===== src/rtl/ctr_pkg.sv =====
package ctr_pkg;

    // Width of a pixel counter able to hold every pixel of a w x h frame.
    function automatic int unsigned cnt_bits(input int unsigned w, input int unsigned h);
        return $clog2(w * h + 1);
    endfunction

    // Dividend width shared by both divider lanes.
    function automatic int unsigned div_bits(input int unsigned cw, input int unsigned xw,
                                             input int unsigned yw);
        return cw + ((xw > yw) ? xw : yw);
    endfunction

    // Outcome captured at the end of a frame.
    typedef enum logic [1:0] {
        SNAP_NONE  = 2'd0,
        SNAP_EMPTY = 2'd1,
        SNAP_FULL  = 2'd2
    } snap_kind_e;

endpackage


===== src/rtl/ctr_coord_counter.sv =====
module ctr_coord_counter #(
    parameter int IMG_W = 640,
    parameter int IMG_H = 480,
    parameter int XW    = $clog2(IMG_W),
    parameter int YW    = $clog2(IMG_H)
) (
    input  logic          clk,
    input  logic          rst,
    input  logic          valid,
    input  logic          sof,
    output logic [XW-1:0] cur_x,
    output logic [YW-1:0] cur_y
);
    logic [XW-1:0] x_q;
    logic [YW-1:0] y_q;

    // The start-of-frame beat is always pixel (0,0).
    assign cur_x = sof ? '0 : x_q;
    assign cur_y = sof ? '0 : y_q;

    always_ff @(posedge clk) begin
        if (rst) begin
            x_q <= '0;
            y_q <= '0;
        end else if (valid) begin
            if (cur_x == XW'(IMG_W - 1)) begin
                x_q <= '0;
                y_q <= (cur_y == YW'(IMG_H - 1)) ? '0 : cur_y + 1'b1;
            end else begin
                x_q <= cur_x + 1'b1;
                y_q <= cur_y;
            end
        end
    end
endmodule


===== src/rtl/ctr_accum.sv =====
module ctr_accum #(
    parameter int XW   = 10,
    parameter int YW   = 9,
    parameter int CNTW = 19,
    parameter int SXW  = CNTW + XW,
    parameter int SYW  = CNTW + YW
) (
    input  logic                clk,
    input  logic                rst,
    input  logic                valid,
    input  logic                sof,
    input  logic                eof,
    input  logic                on,
    input  logic [XW-1:0]       cur_x,
    input  logic [YW-1:0]       cur_y,
    output logic [SXW-1:0]      snap_sx,
    output logic [SYW-1:0]      snap_sy,
    output logic [CNTW-1:0]     snap_n,
    output ctr_pkg::snap_kind_e snap_kind
);
    logic [SXW-1:0]  acc_sx, nxt_sx;
    logic [SYW-1:0]  acc_sy, nxt_sy;
    logic [CNTW-1:0] acc_n, nxt_n;
    logic            hit;

    assign hit = valid && on;

    // A start-of-frame beat drops any partial totals.
    always_comb begin
        nxt_sx = (sof ? '0 : acc_sx) + (hit ? SXW'(cur_x) : '0);
        nxt_sy = (sof ? '0 : acc_sy) + (hit ? SYW'(cur_y) : '0);
        nxt_n  = (sof ? '0 : acc_n)  + (hit ? CNTW'(1) : '0);
    end

    always_ff @(posedge clk) begin
        if (rst) begin
            acc_sx    <= '0;
            acc_sy    <= '0;
            acc_n     <= '0;
            snap_sx   <= '0;
            snap_sy   <= '0;
            snap_n    <= '0;
            snap_kind <= ctr_pkg::SNAP_NONE;
        end else begin
            snap_kind <= ctr_pkg::SNAP_NONE;
            if (valid && eof) begin
                snap_sx   <= nxt_sx;
                snap_sy   <= nxt_sy;
                snap_n    <= nxt_n;
                snap_kind <= (nxt_n == '0) ? ctr_pkg::SNAP_EMPTY : ctr_pkg::SNAP_FULL;
                acc_sx    <= '0;
                acc_sy    <= '0;
                acc_n     <= '0;
            end else if (valid) begin
                acc_sx <= nxt_sx;
                acc_sy <= nxt_sy;
                acc_n  <= nxt_n;
            end
        end
    end
endmodule


===== src/rtl/ctr_divider.sv =====
module ctr_divider #(
    parameter int NW = 29,
    parameter int DW = 19
) (
    input  logic          clk,
    input  logic          rst,
    input  logic          start,
    input  logic [NW-1:0] num,
    input  logic [DW-1:0] den,
    output logic [NW-1:0] quo,
    output logic          fin
);
    localparam int CW = $clog2(NW + 1);

    logic          busy;
    logic [CW-1:0] steps;
    logic [DW-1:0] rem;
    logic [DW:0]   shifted;
    logic [DW+1:0] trial;
    logic          fits;

    // Restoring step: bring in the next dividend bit, try a subtraction.
    always_comb begin
        shifted = {rem, quo[NW-1]};
        trial   = {1'b0, shifted} - {2'b00, den};
        fits    = !trial[DW+1];
    end

    always_ff @(posedge clk) begin
        if (rst) begin
            busy  <= 1'b0;
            steps <= '0;
            rem   <= '0;
            quo   <= '0;
            fin   <= 1'b0;
        end else begin
            fin <= 1'b0;
            if (start && !busy) begin
                quo   <= num;
                rem   <= '0;
                steps <= CW'(NW);
                busy  <= 1'b1;
            end else if (busy) begin
                if (fits) begin
                    rem <= trial[DW-1:0];
                    quo <= {quo[NW-2:0], 1'b1};
                end else begin
                    rem <= shifted[DW-1:0];
                    quo <= {quo[NW-2:0], 1'b0};
                end
                steps <= steps - 1'b1;
                if (steps == CW'(1)) begin
                    busy <= 1'b0;
                    fin  <= 1'b1;
                end
            end
        end
    end
endmodule


===== src/rtl/mask_centroid_tracker.sv =====
module mask_centroid_tracker #(
    parameter int IMG_W = 640,
    parameter int IMG_H = 480,
    parameter int XW    = $clog2(IMG_W),
    parameter int YW    = $clog2(IMG_H)
) (
    input  logic          clk,
    input  logic          rst,
    input  logic          pix_valid,
    input  logic          pix_sof,
    input  logic          pix_eof,
    input  logic          pix_on,
    output logic [XW-1:0] cx_o,
    output logic [YW-1:0] cy_o,
    output logic          found_o,
    output logic          done_o
);
    localparam int CNTW  = ctr_pkg::cnt_bits(IMG_W, IMG_H);
    localparam int SXW   = CNTW + XW;
    localparam int SYW   = CNTW + YW;
    localparam int DIV_W = ctr_pkg::div_bits(CNTW, XW, YW);

    logic [XW-1:0]       cur_x;
    logic [YW-1:0]       cur_y;
    logic [SXW-1:0]      snap_sx;
    logic [SYW-1:0]      snap_sy;
    logic [CNTW-1:0]     snap_n;
    ctr_pkg::snap_kind_e snap_kind;
    logic [DIV_W-1:0]    qx, qy;
    logic                div_x_fin, div_y_fin, div_go;

    ctr_coord_counter #(.IMG_W(IMG_W), .IMG_H(IMG_H), .XW(XW), .YW(YW)) i_coord (
        .clk(clk), .rst(rst), .valid(pix_valid), .sof(pix_sof),
        .cur_x(cur_x), .cur_y(cur_y)
    );

    ctr_accum #(.XW(XW), .YW(YW), .CNTW(CNTW), .SXW(SXW), .SYW(SYW)) i_accum (
        .clk(clk), .rst(rst), .valid(pix_valid), .sof(pix_sof), .eof(pix_eof),
        .on(pix_on), .cur_x(cur_x), .cur_y(cur_y),
        .snap_sx(snap_sx), .snap_sy(snap_sy), .snap_n(snap_n), .snap_kind(snap_kind)
    );

    assign div_go = (snap_kind == ctr_pkg::SNAP_FULL);

    // Both lanes use the same dividend width so they finish together.
    ctr_divider #(.NW(DIV_W), .DW(CNTW)) i_div_x (
        .clk(clk), .rst(rst), .start(div_go), .num(DIV_W'(snap_sx)), .den(snap_n),
        .quo(qx), .fin(div_x_fin)
    );

    ctr_divider #(.NW(DIV_W), .DW(CNTW)) i_div_y (
        .clk(clk), .rst(rst), .start(div_go), .num(DIV_W'(snap_sy)), .den(snap_n),
        .quo(qy), .fin(div_y_fin)
    );

    always_ff @(posedge clk) begin
        if (rst) begin
            cx_o    <= '0;
            cy_o    <= '0;
            found_o <= 1'b0;
            done_o  <= 1'b0;
        end else begin
            done_o <= 1'b0;
            if (snap_kind == ctr_pkg::SNAP_EMPTY) begin
                found_o <= 1'b0;
                done_o  <= 1'b1;
            end else if (div_x_fin && div_y_fin) begin
                cx_o    <= qx[XW-1:0];
                cy_o    <= qy[YW-1:0];
                found_o <= 1'b1;
                done_o  <= 1'b1;
            end
        end
    end
endmodule


===== config.mk =====
export PLATFORM = sky130hd
export DESIGN_NAME = mask_centroid_tracker
export DESIGN_NICKNAME = d
export VERILOG_FILES = /design/src/rtl/ctr_pkg.sv /design/src/rtl/ctr_coord_counter.sv /design/src/rtl/ctr_accum.sv /design/src/rtl/ctr_divider.sv /design/src/rtl/mask_centroid_tracker.sv
export SDC_FILE = /design/constraint.sdc
export NUM_CORES = 1
export LEC_CHECK = 0
export BUFFER_PORTS_ARGS = -buffer_cell sky130_fd_sc_hd__buf_2
export CORE_MARGIN = 2
export CORE_UTILIZATION = 25
export CTS_BUF_LIST = sky130_fd_sc_hd__clkbuf_8
export CTS_CLUSTER_SIZE = 24
export DETAILED_ROUTE_END_ITERATION = 10
export HOLD_SLACK_MARGIN = 0.02
export MAX_ROUTING_LAYER = met4
export SLEW_MARGIN = 20
export SYNTH_ARGS = -nofsm -noshare
export SYNTH_HDL_FRONTEND = slang
export SYNTH_SLANG_ARGS = --single-unit

===== constraint.sdc =====
create_clock -name clk -period 4.2 [get_ports clk]
set_input_delay 0.84 -clock clk [delete_from_list [all_inputs] [get_ports clk]]
set_output_delay 0.84 -clock clk [all_outputs]
set_load 0.005 [all_outputs]

After elaboration in Yosys (flattened, before gate mapping)
Index checks and enable logic that the tools add are counted.
- register bits: 304
- memories: 0
- word-level logic and storage cells: 97
- bits in latches: 0
- output and inout bits: 21
- bits in writable memories: 0
- ROM bits: 0
- mux-type cells: 34
- add/sub/neg operators: 9
- bitwise logic cells: 4
- reduce and logical (&&, ||, !) cells: 18
- shift-type cells: 0
- $lt $le $gt $ge: 0
- divide/modulo/power cells: 0
- eq/ne operators: 6
- $mul: 0
- operators with widths (operator ; number):
    29-bit 2-to-1 mux ; 3
    28-bit 2-to-1 mux ; 3
    19-bit 2-to-1 mux ; 3
    20-bit by 19-bit subtractor with 21-bit output ; 2
    9-bit 2-to-1 mux ; 4
    10-bit 2-to-1 mux ; 3
    29-bit adder ; 1
    28-bit adder ; 1
    5-bit 2-to-1 mux ; 4
    19-bit adder ; 1
    19-bit logical NOT ; 1
    1-bit 2-to-1 mux ; 13
    10-bit by 1-bit adder with 10-bit output (second input constant) ; 1
    10-bit == test (second input constant) ; 1
    5-bit by 1-bit == test with 1-bit output (second input constant) ; 2
    2-bit OR reduction ; 5
    5-bit by 1-bit subtractor with 5-bit output (second input constant) ; 2
    9-bit by 1-bit adder with 9-bit output (second input constant) ; 1
    9-bit == test (second input constant) ; 1
    3-bit OR reduction ; 2
    1-bit logical AND ; 5
    1-bit NOT ; 4
    2-bit nonzero test ; 2
    2-bit by 1-bit == test with 1-bit output (second input constant) ; 1
    4 further kinds ; 5

Depth between registers and ports, before layout
- depth in word-level cells: 5
- mapped depth: 18
- gate-level depth less buffers: 14

By module
A second synthesis with hierarchy kept.
- cells, all modules: 2188
- area total of the unflattened synthesis: 17730.8 µm²
- modules (own cells, without submodules) (module ; area each (µm²) ; cells an instance ; instances):
    ctr_accum ; 8256.7 ; 1000 ; 1
    ctr_divider ; 3627.2 ; 466 ; 2
    ctr_coord_counter ; 1266.2 ; 164 ; 1
    mask_centroid_tracker ; 953.4 ; 92 ; 1

Worst setup path after synthesis
OpenSTA, ideal clock, no wires.
- path kind: input to register
- from: in pix_sof
- to: reg i_accum.acc_sx[16]
- required time: 4.130 ns
- data arrival time: 3.895 ns
- stages: 18
- slack: 0.235 ns
- cells stage by stage: buf_6 -> inv_2 -> clkbuf_1 -> clkbuf_1 -> nand2_1 -> nor2_1 -> ha_1 -> inv_1 -> fa_1 -> nor2b_1 -> o21ai_0 -> a21oi_2 -> o221ai_2 -> buf_2 -> nor2_4 -> nand3_1 -> or3_1 -> a21oi_1
- cells in the longest elaborated chain, start to end: 3
- ends and longest elaborated chain (item ; line ; RTL):
    start, declared ; mask_centroid_tracker.sv:10 ; input logic pix_sof,
    10-bit 2-to-1 mux ; ctr_coord_counter.sv:18 ; assign cur_x = sof ? '0 : x_q;
    10-bit 2-to-1 mux ; ctr_accum.sv:30 ; nxt_sx = (sof ? '0 : acc_sx) + (hit ? SXW'(cur_x) : '0);
    29-bit adder (*) ; ctr_accum.sv:30 ;
    end signal, assigned ; ctr_accum.sv:55 ; acc_sx <= nxt_sx;
    end, declared ; ctr_accum.sv:21 ; logic [SXW-1:0] acc_sx, nxt_sx;
Every way passes the cells marked *; elsewhere a longest branch is shown, timed or not.
A chain may end at the register's enable or synchronous reset.

Worst setup path after layout
- from: in pix_sof
- to: reg i_accum.acc_sx[28]
Same word-level chain as after synthesis.

==> results.ini <==
[worst_setup_path]
worstPathMaxFanout = 14
crit_path_start_kind = input port
crit_required_ps = 4770
cp_top_family = simple AND/OR/NAND/NOR gates
path_class = in2reg
critical_path_arrival_ps = 3800
rrSetupSlack_ps = 1050
crit_path_max_incr_delay_ps = 390
r2r-start = i_accum.acc_n[0]
r2r.worst_path.cells = 11
crit_buf_inv = 3
cp_cell_sequence = buf_4, inv_2, nand2_1, nor2_1, ha_1, inv_1, fa_1, nor2b_1, o21ai_0, a21oi_2, o221ai_2, nor3_4, nand3_2, or3_1, a31oi_1
crit_slowest_cell = fa_1
cp-end-kind = flip-flop
r2r_end = i_accum.snap_kind[1]

[finish]
drive_gt1_frac = 0.08066
fin_cells = 3048
final_area_um2 = 18650
syn_to_final_growth_pct = 12.15
finish.utilization = 0.2832
final_nets = 2213

[clock_network]
postCtsHoldBufs = 0
h-tree-depth = 2
clk_path_buf_depth = 3
tritoncts = yes
clock_latency_ps = 660
cts.sinks = 304
numCtsBuffers = 52
cts_resized = 0
post_cts_buffers = 0
clk_pin_slew_ps = 60
root_buffer = clkbuf_8

[floorplanning]
die_w_um = 261.9
num_io_pins = 27
die-area_um2 = 68600
num_rows = 94
coreArea_um2 = 65860
start_util = 0.2525
die_h_um = 261.9

[power_and_ir_drop]
vdd_ir_drop_max_uv = 188.1
powerDensity_nw_per_um2 = 352.3
power_leakage_nw = 6.758

[synth]
syn-cell-area_um2 = 16630
synthCells = 2165
avgSynthCellArea_um2 = 7.681
ys_ff_latch = 304
synth.most_common_cell = nand2_1
yosysTopAreaCellShare = 0.3660
async_flop_share = 0
synth_edf_count = 0
syn_nets = 2239
synth_warnings = 0
synth_area_leaders = dfxtp_1 (37%), nand2_1 (7.7%), a21oi_1 (7.6%)
synthFlopType = dfxtp_1
yosys.cell_types.count = 86
ys_seq_area_frac = 0.3660
synth_top_area_cell = dfxtp_1
synth_commonest_cells = nand2_1 (341), dfxtp_1 (304), a21oi_1 (253), nor2_1 (253), o21ai_0 (128)

[sta]
period_needed_ps = 3227
rsz0062_at_grt = false
fin_crit_sh = 0.7682
setup_tns_ps = 0
hold_slack_ps = 443.6
worst_pin_slew_ps = 908.8
finalSetupViolCount = 0
finalMaxSlewViolations = 0
hold_viol_final = 0
fin_skew_ps = 30.90
fmax_mhz = 309.9
slew_headroom = 0.3941

[worst_hold_path]
hp-start = i_accum.snap_sx[20]
holdPathStages = 2
whs_endpoint = i_accum.snap_sx[20]
hp-class = reg2reg

[detailed_routing]
wire_per_inst_um = 14.28
first_pass_iters = 5
ant_nets = 0
first_iter_violations = 1182
via_per_inst = 4.797
drc_errors = 0
routed_wl_um = 43520
num_vias = 14621

[placement]
dp_hpwl_um = 29500
io_buffers = 26
place_congestion = 0.8309
dp.cells = 2949
placed_area_um2 = 17540

[global_routing]
grt_max_degree = 85
grtUsageTotal = 0.1298
grt_pass1_vias = 13471
grt_pass1_wl_um = 71130
antenna_found_initial = 2
grt_overflow = 0

[run]
drv_cap = 0

[outcome]
outcome = complete, no violations

worst max path at each step:
stage,from,slack [ps],cells past startpoint,to
after global placement,pix_sof,340,15,i_accum.acc_sx[28]
after floorplan,pix_sof,230,18,i_accum.acc_sx[16]
after CTS,pix_sof,1020,15,i_accum.acc_sx[28]
final,pix_sof,970,15,i_accum.acc_sx[28]
after global routing,pix_sof,710,15,i_accum.acc_sx[28]
after detailed placement,pix_sof,300,15,i_accum.acc_sx[28]
per-layer routing:
layer | wire [um] | up-vias | share of wire | track usage
met5 | 0 | - | 0 | -
met1 | 22230 | 6763 | 0.51 | 0.1803
met4 | 977 | 0 | 0.022 | 0.03578
met2 | 18470 | 261 | 0.42 | 0.1917
met3 | 1833 | 81 | 0.042 | 0.02373
li1 | - | 7516 | - | -
metrics by stage:
stage / power (mW) / worst slack, ps
finish: 6.571 / 973.4
global route: 6.868 / 706.9
CTS: 6.666 / 1017
detailed placement: 3.825 / 304.8
global placement: 3.824 / 344.9
floorplan: 3.670 / 234.9
layout by cell type, fill, tap and decap left out, types with 9 or more instances in the layout:
master,netlist,routed
nand2_1,341,341
dfxtp_1,304,302
nor2_1,253,253
a21oi_1,253,253
o21ai_0,128,128
clkbuf_8,0,69
inv_1,49,68
xnor2_1,65,65
ha_1,64,64
a211oi_1,50,50
nor2b_1,46,45
nand3_1,38,38
mux2i_1,37,37
xor2_1,34,34
nor3_1,31,31
buf_4,6,27
and3_1,25,25
a31oi_1,25,25
nand2b_1,26,24
and2_1,24,23
buf_2,12,23
a22oi_1,21,21
a21o_1,18,18
or3_1,17,17
o211ai_1,17,17
nand4_1,15,15
nand3b_1,13,13
o21a_1,9,9
layout make-up:
type,instances,area (um^2)
multi-input combinational,1678,9811
clock inverter,28,153.9
sequential,304,6093
timing repair buffer,53,369.1
inverter,50,187.7
fill,7137,47210
tap,864,1081
antenna,2,5.005
clock buffer,69,949.7
power by group:
group          switching (mW)  internal (mW)  leakage, nW  total [mW]
sequential             0.0322           2.92         2.46        2.95
combinational           0.524          0.291         3.66       0.815
clock                    1.27           1.53        0.642        2.80
total                    1.83           4.74         6.76        6.57
worst register-to-register path, stage by stage (launching register included):
cell and delay (ps):
dfxtp_1 450, nor2b_1 310, nor2b_1 180, ha_1 330
inv_1 170, nor4_4 460, and3_1 250, xnor2_1 120
nor2_1 90, nor4_1 310, o2111ai_1 190, and2_1 190
cells by family after synthesis:
family / count (synthesis) / synth area share
xor+xnor: 99 / 0.05214
flops: 304 / 0.3660
mux: 39 / 0.02363
buf+inv: 183 / 0.04492
simple gates: 886 / 0.2493
fa+ha+maj: 68 / 0.05297
compound gates: 586 / 0.2111
registers in the layout (all words and copies together) (netlist names), 10 cells and up:
signal           cells
i_accum.acc_sx      29
i_accum.snap_sx     29
i_div_x.quo         29
i_div_y.quo         29
i_accum.acc_sy      28
i_accum.snap_sy     28
i_accum.acc_n       19
i_accum.snap_n      19
i_div_x.rem         19
i_div_y.rem         19
cx_o                10
i_coord.x_q         10
Power figures use the tool's default switching activity.
